## src/rtl/sfr_pkg.sv

```systemverilog
package sfr_pkg;

  localparam int NCH   = 4;
  localparam int MAX_W = 32;

  typedef struct packed {
    logic [2:0] wsel;
    logic       real_only;
    logic [1:0] pack;
    logic [5:0] flen;
    logic [7:0] pin_sel;
  } cfg_t;

  function automatic logic [5:0] word_bits(input logic [2:0] wsel);
    case (wsel)
      3'd0:    return 6'd12;
      3'd1:    return 6'd16;
      3'd2:    return 6'd20;
      3'd3:    return 6'd24;
      3'd4:    return 6'd28;
      default: return 6'd32;
    endcase
  endfunction

  function automatic logic [2:0] chans_per_stream(input logic [1:0] pack);
    case (pack)
      2'd0:    return 3'd4;
      2'd1:    return 3'd2;
      default: return 3'd1;
    endcase
  endfunction

  function automatic logic [3:0] words_per_stream(input logic [1:0] pack,
                                                  input logic real_only);
    logic [3:0] c;
    c = {1'b0, chans_per_stream(pack)};
    return real_only ? c : (c << 1);
  endfunction

  function automatic logic [6:0] frame_words(input logic [1:0] pack,
                                             input logic real_only,
                                             input logic [5:0] flen);
    logic [6:0] wps, req;
    wps = {3'b000, words_per_stream(pack, real_only)};
    req = {1'b0, flen} + 7'd1;
    return (wps > req) ? wps : req;
  endfunction

endpackage

```

## src/rtl/sfr_seq.sv

```systemverilog
module sfr_seq
  import sfr_pkg::*;
(
  input  logic       clk,
  input  logic       rst_n,
  input  logic       bit_en,
  input  logic       blk_ready,
  input  cfg_t       cfg_in,
  output cfg_t       cfg_q,
  output logic       busy,
  output logic [5:0] word_idx,
  output logic [4:0] bit_idx,
  output logic       blk_pop,
  output logic       first_bit
);

  logic last_bit, word_end, frame_done;

  assign word_end   = ({1'b0, bit_idx} == word_bits(cfg_q.wsel) - 6'd1);
  assign last_bit   = busy && word_end &&
                      ({1'b0, word_idx} ==
                       frame_words(cfg_q.pack, cfg_q.real_only, cfg_q.flen) - 7'd1);
  assign frame_done = !busy || last_bit;
  assign blk_pop    = bit_en && frame_done && blk_ready;
  assign first_bit  = busy && (word_idx == '0) && (bit_idx == '0);

  always_ff @(posedge clk) begin
    if (!rst_n) begin
      busy     <= 1'b0;
      word_idx <= '0;
      bit_idx  <= '0;
      cfg_q    <= '0;
    end else if (bit_en) begin
      if (blk_pop) begin
        busy     <= 1'b1;
        word_idx <= '0;
        bit_idx  <= '0;
        cfg_q    <= cfg_in;
      end else if (last_bit) begin
        busy <= 1'b0;
      end else if (busy) begin
        if (word_end) begin
          bit_idx  <= '0;
          word_idx <= word_idx + 6'd1;
        end else begin
          bit_idx <= bit_idx + 5'd1;
        end
      end
    end
  end

  // word counter never runs past the frame length captured at start
  p_word_bound_r7: assert property (@(posedge clk) disable iff (!rst_n)
    busy |-> ({1'b0, word_idx} <
              frame_words(cfg_q.pack, cfg_q.real_only, cfg_q.flen)));

endmodule

```

## src/rtl/sfr_lane.sv

```systemverilog
module sfr_lane
  import sfr_pkg::*;
#(
  parameter int SMP_W = 24,
  parameter int LANE  = 0
)(
  input  logic                   clk,
  input  logic                   rst_n,
  input  logic                   busy,
  input  logic [5:0]             word_idx,
  input  logic [4:0]             bit_idx,
  input  logic [1:0]             pack,
  input  logic                   real_only,
  input  logic [NCH*SMP_W-1:0]   hold_i,
  input  logic [NCH*SMP_W-1:0]   hold_q,
  output logic                   bit_o
);

  localparam int PAD_W = MAX_W - SMP_W;
  localparam logic [4:0] TOP = 5'(MAX_W - 1);

  always_comb begin
    int               n, wps, chn;
    logic [1:0]       ch;
    logic             use_q;
    logic [SMP_W-1:0] smp;
    logic [MAX_W-1:0] fld;
    n     = int'(chans_per_stream(pack));
    wps   = int'(words_per_stream(pack, real_only));
    use_q = real_only | word_idx[0];
    chn   = LANE * n + (real_only ? int'(word_idx) : int'(word_idx[5:1]));
    ch    = 2'(chn);
    smp   = use_q ? hold_q[ch*SMP_W +: SMP_W] : hold_i[ch*SMP_W +: SMP_W];
    fld   = {smp, {PAD_W{1'b0}}};
    bit_o = 1'b0;
    if (busy && (int'(word_idx) < wps) && (LANE * n < NCH))
      bit_o = fld[TOP - bit_idx];
  end

  // bit slots past the sample width carry zero
  p_pad_zero_r4: assert property (@(posedge clk) disable iff (!rst_n)
    (busy && bit_idx >= 5'(SMP_W)) |-> !bit_o);

endmodule

```

## src/rtl/sfr_pinmux.sv

```systemverilog
module sfr_pinmux
  import sfr_pkg::*;
(
  input  logic [NCH-1:0]   stream,
  input  logic [2*NCH-1:0] pin_sel,
  output logic [NCH-1:0]   pins
);

  for (genvar p = 0; p < NCH; p++) begin : g_pin
    assign pins[p] = stream[pin_sel[2*p +: 2]];
  end

endmodule

```

## src/rtl/sout_framer.sv

```systemverilog
module sout_framer
  import sfr_pkg::*;
#(
  parameter int SMP_W = 24
)(
  input  logic                  clk,
  input  logic                  rst_n,
  input  logic                  bit_en,
  input  logic                  blk_ready,
  input  logic [4*SMP_W-1:0]    blk_i,
  input  logic [4*SMP_W-1:0]    blk_q,
  input  logic [2:0]            cfg_wsel,
  input  logic                  cfg_real_only,
  input  logic [1:0]            cfg_pack,
  input  logic [5:0]            cfg_flen,
  input  logic [7:0]            cfg_pin_sel,
  output logic                  blk_pop,
  output logic                  sfs,
  output logic [3:0]            sout
);

  cfg_t             cfg_in, cfg_q;
  logic             busy;
  logic [5:0]       word_idx;
  logic [4:0]       bit_idx;
  logic [NCH-1:0]   stream;
  logic [NCH*SMP_W-1:0] hold_i, hold_q;

  assign cfg_in = '{wsel: cfg_wsel, real_only: cfg_real_only, pack: cfg_pack,
                    flen: cfg_flen, pin_sel: cfg_pin_sel};

  sfr_seq u_seq (
    .clk(clk), .rst_n(rst_n), .bit_en(bit_en), .blk_ready(blk_ready),
    .cfg_in(cfg_in), .cfg_q(cfg_q), .busy(busy), .word_idx(word_idx),
    .bit_idx(bit_idx), .blk_pop(blk_pop), .first_bit(sfs)
  );

  always_ff @(posedge clk) begin
    if (!rst_n) begin
      hold_i <= '0;
      hold_q <= '0;
    end else if (blk_pop) begin
      hold_i <= blk_i;
      hold_q <= blk_q;
    end
  end

  for (genvar s = 0; s < NCH; s++) begin : g_lane
    sfr_lane #(.SMP_W(SMP_W), .LANE(s)) u_lane (
      .clk(clk), .rst_n(rst_n), .busy(busy), .word_idx(word_idx),
      .bit_idx(bit_idx), .pack(cfg_q.pack), .real_only(cfg_q.real_only),
      .hold_i(hold_i), .hold_q(hold_q), .bit_o(stream[s])
    );
  end

  sfr_pinmux u_mux (.stream(stream), .pin_sel(cfg_q.pin_sel), .pins(sout));

  // strobe lasts a single bit period
  p_sfs_single_r9: assert property (@(posedge clk) disable iff (!rst_n)
    (sfs && bit_en) |=> !sfs);

  // nothing moves without a bit enable
  p_hold_no_en_r10: assert property (@(posedge clk) disable iff (!rst_n)
    !bit_en |=> ($stable(sout) && $stable(sfs)));

  // lines idle low between frames
  p_idle_low_r10: assert property (@(posedge clk) disable iff (!rst_n)
    !busy |-> (sout == '0));

  // a pop always opens a frame on the next bit period
  p_pop_starts_frame_r6: assert property (@(posedge clk) disable iff (!rst_n)
    blk_pop |=> sfs);

endmodule

```

## config.mk

```make
export PLATFORM = sky130hd
export DESIGN_NAME = sout_framer
export DESIGN_NICKNAME = d
export VERILOG_FILES = /design/src/rtl/sfr_pkg.sv /design/src/rtl/sfr_seq.sv /design/src/rtl/sfr_lane.sv /design/src/rtl/sfr_pinmux.sv /design/src/rtl/sout_framer.sv
export SDC_FILE = /design/constraint.sdc
export NUM_CORES = 1
export LEC_CHECK = 0
export BUFFER_PORTS_ARGS = -buffer_cell sky130_fd_sc_hd__buf_2
export CORE_MARGIN = 5
export CORE_UTILIZATION = 35
export CTS_CLUSTER_DIAMETER = 60
export DETAILED_ROUTE_END_ITERATION = 10
export PLACE_DENSITY = 0.54
export SYNTH_ARGS = -nofsm -noshare
export SYNTH_HDL_FRONTEND = slang
export SYNTH_HIERARCHICAL = 1
export SYNTH_SLANG_ARGS = --single-unit
```

## constraint.sdc

```tcl
create_clock -name clk -period 6.1 [get_ports clk]
set_input_delay 0.61 -clock clk [delete_from_list [all_inputs] [get_ports clk]]
set_output_delay 0.61 -clock clk [all_outputs]
set_load 0.05 [all_outputs]
```

==> flow_metrics.py, run 1 <==
metrics = {
    "pwr": {
        "power.internal_mw": 2.78,
        "power_density_nw_per_um2": 185,
        "comb_power_share_pct": 19.1,
        "p_clk_share_pct": 38.2,
        "p_leak_nw": 7.83,
        "p_switching_mw": 1.13,
        "p_sw_share_pct": 28.9,
        "peakVddDrop_v": 0.000179,
        "pwr-share-seq_pct": 42.7,
    },
    "synthesis": {
        "ys_types": 103,
        "synthCells": 1889,
        "ys_ff_latch": 224,
        "syn_area_um2": 19100,
        "ys_warn_count": 6,
        "synth-seq-area-share_pct": 23.5,
        "synthesis.nets": 2129,
        "synth_area_leaders": "dfxtp_1, mux2i_1, mux4_2",
        "synthArstFlopShare_pct": 0,
        "ys.flop_type": "dfxtp_1",
        "synth_edf_count": 0,
        "synth_top_cell_by_area": "dfxtp_1",
        "synth_top_area_share_pct": 23.5,
        "avgSynthCellArea_um2": 10.1,
    },
    "route": {
        "dr.pass1.iters": 7,
        "antenna_left": 0,
        "dr.first_iter.drc_count": 1799,
        "viasPerCell": 6.08,
        "wirelength_mm": 68.9,
        "vias": 16618,
        "wl_per_cell_um": 25.2,
        "drc": 0,
    },
    "setup_path": {
        "crit_path_end_kind": "primary output",
        "worst_path_largest_cell_delay_ns": 0.52,
        "path_max_fanout": 23,
        "cpMostUsedCell": "ha_1",
        "reg2reg_from": "u_seq/cfg_q[8]$_SDFFE_PN0P_",
        "cp.arrival_ns": 5.10,
        "required_ns": 5.49,
        "startpoint_type": "register",
        "path_buf_inv": 4,
        "critPathSlowestCell": "dfxtp_1",
        "path_cells": "ha_1 -> xor2_1 -> inv_1 -> ha_1 -> nand2_1 -> o21bai_1 -> a221oi_4 -> buf_4 -> nor2_1 -> a21oi_1 -> ha_1 -> nand3_1 -> nand3_1 -> o311ai_0 -> a311oi_1 -> and4_2 -> a31oi_4 -> nor2_4 -> buf_12 -> buf_2",
        "crit_family": "compound AO/OA/AOI/OAI gates",
        "crit_start": "u_seq/cfg_q[8]$_SDFFE_PN0P_",
        "worstSetupPathType": "register to primary output",
    },
    "flow_run": {
        "maxCapViolCount": 0,
    },
    "cells_and_area": {
        "drive_above_1_share_pct": 28.1,
        "layout_commonest_cell": "mux2i_1",
        "fill_cells": 5345,
        "diodes": 0,
        "final_cell_mix": "mux2i_1, nor2b_1, buf_2",
        "finalNetCount": 2258,
        "synthToLayoutAreaGrowth_pct": 10.4,
    },
    "grt": {
        "grt_max_degree": 135,
        "antenna_found_initial": 0,
        "gr-total-overflow": 0,
        "grt_pass1_wl_mm": 104,
        "track_usage_pct": 22.1,
        "grt_pass1_vias": 16467,
    },
    "clock_network": {
        "clockRootBuffer": "clkbuf_16",
        "clk_latency_ns": 0.56,
        "numCtsBuffers": 27,
        "cts_buffer_depth": 3,
        "cts-resized-gates": 0,
        "clock-sinks": 224,
        "cts_tree": "done",
        "clkTransAtPathRegs_ns": 0.06,
        "htree_levels": 1,
    },
    "placed_design": {
        "place_congestion": 0.906,
        "dpl.hpwl_mm": 49.1,
        "port_buffers": 221,
    },
    "floorplan": {
        "num_rows": 85,
        "coreArea_um2": 53900,
        "initial_utilization_pct": 35.4,
        "num_io_pins": 222,
        "die_h_um": 244,
        "die_w_um": 244,
        "dieArea_um2": 59400,
    },
    "sta": {
        "finalSetupViolCount": 0,
        "min_period_ns": 5.71,
        "hold_slack_ns": 0.310,
        "maxSlewViolCount": 0,
        "rsz0062_at_grt": "false",
        "tightest_slew_ns": 1.29,
        "setup_tns_ns": 0,
        "finClkSkew_ns": 0.0204,
        "hold_viol_final": 0,
        "timing.slew.headroom_pct": 11.2,
        "timing.fmax_ghz": 0.175,
        "fin_crit_sh_pct": 93.6,
    },
    "status": {
        "status": "complete, no violations",
    },
    "hold_path": {
        "worstHoldStart": "blk_i[58]",
        "hold_path.class": "input pin to register",
    },
}
synth_stat cells, types with 8 or more instances:
| cell | n |
|---|---|
| a31oi_1 | 27 |
| clkbuf_1 | 44 |
| o211ai_1 | 26 |
| a21o_1 | 27 |
| a221oi_1 | 18 |
| dfxtp_1 | 224 |
| mux2i_1 | 285 |
| buf_4 | 28 |
| a222oi_1 | 8 |
| o21ai_1 | 22 |
| o22ai_1 | 37 |
| buf_12 | 20 |
| nor2b_1 | 229 |
| o221ai_1 | 24 |
| or2_2 | 9 |
| ha_1 | 24 |
| and3_1 | 9 |
| nand2b_1 | 28 |
| xnor2_1 | 9 |
| a22o_1 | 9 |
| mux2_1 | 10 |
| o21ai_0 | 42 |
| inv_1 | 30 |
| xor2_1 | 16 |
| nand2_1 | 65 |
| nand3_1 | 28 |
| a22oi_1 | 12 |
| mux2_2 | 98 |
| a211oi_1 | 11 |
| mux4_2 | 110 |
| a21oi_1 | 49 |
| nor2_1 | 50 |
| buf_2 | 55 |
| o2111ai_1 | 12 |
| buf_6 | 21 |
| nor3_1 | 16 |
final timing paths:
kind	end	slack (ns)	cells past startpoint
worst max-delay path	blk_pop	0.39	20
worst min register to register	u_seq/cfg_q[7]$_SDFFE_PN0P_	0.53	2
worst min-delay path	hold_i[58]$_SDFFE_PN0P_	0.31	3
worst max register to register	hold_i[85]$_SDFFE_PN0P_	0.89	22
stage by stage:
step	setup WS [ns]	total power, mW	instance area, µm²	instances	utilization, %
6_report	0.392	3.91	21100	2733	39.1
5_1_grt	0.0324	4.09	21100	2733	39.1
4_1_cts	0.380	3.96	21100	2730	39.1
3_5_place_dp	1.00	2.43	20300	2682	37.6
3_3_place_gp	1.03	2.42	20300	2682	37.6
2_1_floorplan	1.48	2.20	19100	1889	-
metal layers:
layer,track usage (%),vias to the layer above,share of wire [%]
li1,-,7498,-
met1,29.8,8168,42
met2,35.5,787,46
met3,4.22,165,7.5
met4,8.02,0,4.0
met5,0,-,0
registers in the layout (all words and copies together) (netlist names):
signal and flops:
hold_i 96, u_seq/cfg_q 20, u_seq/bit_idx 5, u_seq/word_idx 6
hold_q 96, u_seq/busy 1
logic make-up after synthesis:
kind of cell / Yosys count / share of synthesized area (%)
multiplexers: 511 / 35.1
AND/OR/NAND/NOR: 492 / 14.9
AO/OA/AOI/OAI: 405 / 15.6
flip-flops: 224 / 23.5
buffers and inverters: 202 / 7.53
XOR/XNOR: 31 / 1.94
adder cells (fa/ha/maj): 24 / 1.57
repair_timing:
item / 4_1_cts / 5_1_grt
endpoints found under the setup margin: 0 / 1
hold buffers: 0 / 0
setup buffers: 0 / 3
worst min-delay path: stages:
cell and delay [ns]:
buf_2 0.08, mux2i_1 0.06, nor2b_1 0.09
power groups by stage:
| stage | combinational, mW | sequential [mW] | clock (mW) |
|---|---|---|---|
| 6_report | 0.744 | 1.67 | 1.49 |
| 5_1_grt | 0.806 | 1.68 | 1.61 |
| 4_1_cts | 0.738 | 1.66 | 1.56 |
| 3_5_place_dp | 0.734 | 1.70 | 0 |
| 3_3_place_gp | 0.724 | 1.69 | 0 |
| 2_1_floorplan | 0.573 | 1.63 | 0 |
final cells by class:
| type | count | area (µm²) | area share (%) |
|---|---|---|---|
| Tap cell | 696 | 871 | 4.13 |
| Multi-Input combinational cell | 1463 | 13200 | 62.7 |
| Sequential cell | 224 | 4500 | 21.3 |
| Clock buffer | 40 | 764 | 3.62 |
| Timing Repair Buffer | 272 | 1580 | 7.49 |
| Inverter | 30 | 113 | 0.534 |
| Clock inverter | 8 | 51.3 | 0.243 |
Note: power is estimated with default switching activity, not from simulation.
==> run 2, diff against run 1 <==
--- a/config.mk
+++ b/config.mk
@@ -10,6 +10,7 @@
 export CORE_UTILIZATION = 35
 export CTS_CLUSTER_DIAMETER = 60
 export DETAILED_ROUTE_END_ITERATION = 10
+export MAX_ROUTING_LAYER = met4
 export PLACE_DENSITY = 0.54
 export SYNTH_ARGS = -nofsm -noshare
 export SYNTH_HDL_FRONTEND = slang
==> run 2 against run 1 <==
Via count about the same. Clock power increased by 11%. Critical endpoint is now sout[3]. Worst hold slack got worse by 0.0096 ns. Largest cell class unchanged. Register-to-register slack about the same. First-iteration DRC count decreased by 3.8%. Global-route usage increased by 0.44 points. Combinational power decreased by 1%. Critical path depth decreased by 10. Fmax increased by 0.54%. Highest routed layer unchanged. Clock-buffer cell count unchanged.
==> flow_metrics.py, run 2 (synthesis gave the netlist of run 1 again) <==
metrics = {
    "pwr": {
        "peakVddDrop_v": 0.000212,
        "power.internal_mw": 2.91,
        "p_switching_mw": 1.15,
        "pwr-share-seq_pct": 41.1,
        "p_leak_nw": 7.86,
        "p_clk_share_pct": 40.9,
        "comb_power_share_pct": 18.1,
        "p_sw_share_pct": 28.2,
        "power_density_nw_per_um2": 192,
        "power_mw": 4.06,
    },
    "grt": {
        "grt_pass1_vias": 16104,
        "gr-total-overflow": 0,
        "grt_pass1_wl_mm": 103,
        "antenna_found_initial": 0,
        "track_usage_pct": 22.5,
        "grt_max_degree": 145,
    },
    "sta": {
        "rsz0062_at_grt": "false",
        "finClkSkew_ns": 0.0221,
        "timing.fmax_ghz": 0.176,
        "min_period_ns": 5.68,
        "hold_viol_final": 0,
        "tightest_slew_ns": 1.34,
        "finalSetupViolCount": 0,
        "setup_tns_ns": 0,
        "maxSlewViolCount": 0,
        "fin_crit_sh_pct": 93.1,
        "timing.slew.headroom_pct": 10.3,
    },
    "clock_network": {
        "clock-sinks": 224,
        "hold_buffers": 0,
        "cts_setup_buffers": 0,
        "clockRootBuffer": "clkbuf_16",
        "cts_tree": "done",
        "numCtsBuffers": 28,
        "clkTransAtPathRegs_ns": 0.06,
        "cts_buffer_depth": 3,
        "htree_levels": 1,
        "clk_latency_ns": 0.56,
        "cts-resized-gates": 0,
    },
    "setup_path": {
        "path_buf_inv": 3,
        "path_cells": "buf_4 -> ha_4 -> buf_12 -> mux4_2 -> mux4_2 -> nor2_1 -> o21ai_1 -> o31a_1 -> mux4_2 -> buf_2",
        "required_ns": 5.49,
        "worst-r2r-setup-slack_ns": 0.88,
        "rr_worst_depth": 21,
        "startpoint_type": "register",
        "path_max_fanout": 30,
        "rr_endpoint": "hold_i[84]$_SDFFE_PN0P_",
        "critPathSlowestCell": "dfxtp_1",
        "worst_path_largest_cell_delay_ns": 0.84,
        "crit_path_end_kind": "primary output",
        "reg2reg_from": "u_seq/cfg_q[8]$_SDFFE_PN0P_",
        "cp.arrival_ns": 5.07,
        "worstSetupPathType": "register to primary output",
        "crit_family": "multiplexers",
        "cpMostUsedCell": "mux4_2",
    },
    "hold_path": {
        "hold_path_depth": 3,
        "min_to": "hold_q[87]$_SDFFE_PN0P_",
        "worstHoldStart": "blk_q[87]",
        "hold_path.class": "input pin to register",
    },
    "cells_and_area": {
        "layout_commonest_cell": "mux2i_1",
        "fill_cells": 5370,
        "finalCoreUtilization_pct": 39.3,
        "diodes": 0,
        "fin_area_um2": 21200,
        "final_cell_mix": "mux2i_1, nor2b_1, buf_2",
        "synthToLayoutAreaGrowth_pct": 10.9,
        "top_regs": "hold_i: 96 flops, hold_q: 96 flops, u_seq/cfg_q: 20 flops",
        "drive_above_1_share_pct": 28.3,
        "finalNetCount": 2255,
    },
    "floorplan": {
        "dieArea_um2": 59400,
        "die_w_um": 244,
        "coreArea_um2": 53900,
        "initial_utilization_pct": 35.4,
        "num_io_pins": 222,
        "num_rows": 85,
        "die_h_um": 244,
    },
    "route": {
        "viasPerCell": 6.08,
        "vias": 16624,
        "drc": 0,
        "dr.first_iter.drc_count": 1731,
        "wl_per_cell_um": 25.1,
        "dr.pass1.iters": 7,
        "wirelength_mm": 68.4,
        "antenna_left": 0,
    },
    "placed_design": {
        "dpl.hpwl_mm": 49.0,
        "place_congestion": 0.922,
        "port_buffers": 221,
        "dpl_cell_area_um2": 20200,
    },
    "status": {
        "status": "complete, no violations",
    },
    "flow_run": {
        "maxCapViolCount": 0,
    },
}
run 2: changes by cell type in the layout (fill, tap and decap cells not counted), sizes merged:
| cell | change |
|---|---|
| bufinv | +1 |
| clkinvlp | +2 |
| clkinv | +1 |
| buf | -4 |
| inv | -1 |
run 2: final cells by class:
class / instances / area [µm²] / share of cell area [%]
Multi-Input combinational cell: 1463 / 13200 / 62.4
Sequential cell: 224 / 4500 / 21.2
Timing Repair Buffer: 268 / 1550 / 7.31
Tap cell: 696 / 871 / 4.11
Clock buffer: 40 / 848 / 4.00
Inverter: 30 / 113 / 0.531
Clock inverter: 11 / 91.3 / 0.431
run 2: layer usage:
| layer | vias to the layer above | wire length, µm | track usage (%) |
|---|---|---|---|
| li1 | 7496 | - | - |
| met5 | - | 0 | - |
| met3 | 158 | 5310 | 3.42 |
| met4 | 0 | 2630 | 7.43 |
| met2 | 839 | 31500 | 35.3 |
| met1 | 8131 | 29000 | 30.1 |
run 2: worst max-delay path by stage:
stage | end | start | depth (start not counted)
floorplan | hold_i[0]$_SDFFE_PN0P_ | u_seq/cfg_q[15]$_SDFFE_PN0P_ | 22
global placement | sout[1] | u_seq/cfg_q[15]$_SDFFE_PN0P_ | 10
detailed placement | hold_q[62]$_SDFFE_PN0P_ | u_seq/cfg_q[8]$_SDFFE_PN0P_ | 21
CTS | sout[3] | u_seq/cfg_q[15]$_SDFFE_PN0P_ | 10
global route | blk_pop | u_seq/cfg_q[8]$_SDFFE_PN0P_ | 18
finish | sout[3] | u_seq/cfg_q[15]$_SDFFE_PN0P_ | 10
run 2: through the flow:
step                setup slack [ns]  std cells  hold slack (ns)
floorplan                       1.48       1889            0.491
global placement                1.06       2681            0.517
detailed placement             0.957       2681            0.522
CTS                            0.413       2732            0.278
global route                   0.160       2732            0.293
finish                         0.423       2732            0.300
run 2: worst reg2reg max path: cells and delay by family (launching register included):
family          cells  cell delay [ns]
simple gates        7             0.97
compound gates      6             1.40
mux                 1             0.31
buf+inv             3             0.74
flops               1             0.51
xor+xnor            1             0.28
fa+ha+maj           3             0.90
run 2: power by group through the flow:
stage / Clock [mW] / Sequential (mW) / Combinational (mW)
floorplan: 0 / 1.63 / 0.573
global placement: 0 / 1.69 / 0.722
detailed placement: 0 / 1.70 / 0.730
CTS: 1.71 / 1.67 / 0.733
global route: 1.77 / 1.68 / 0.793
finish: 1.66 / 1.67 / 0.734
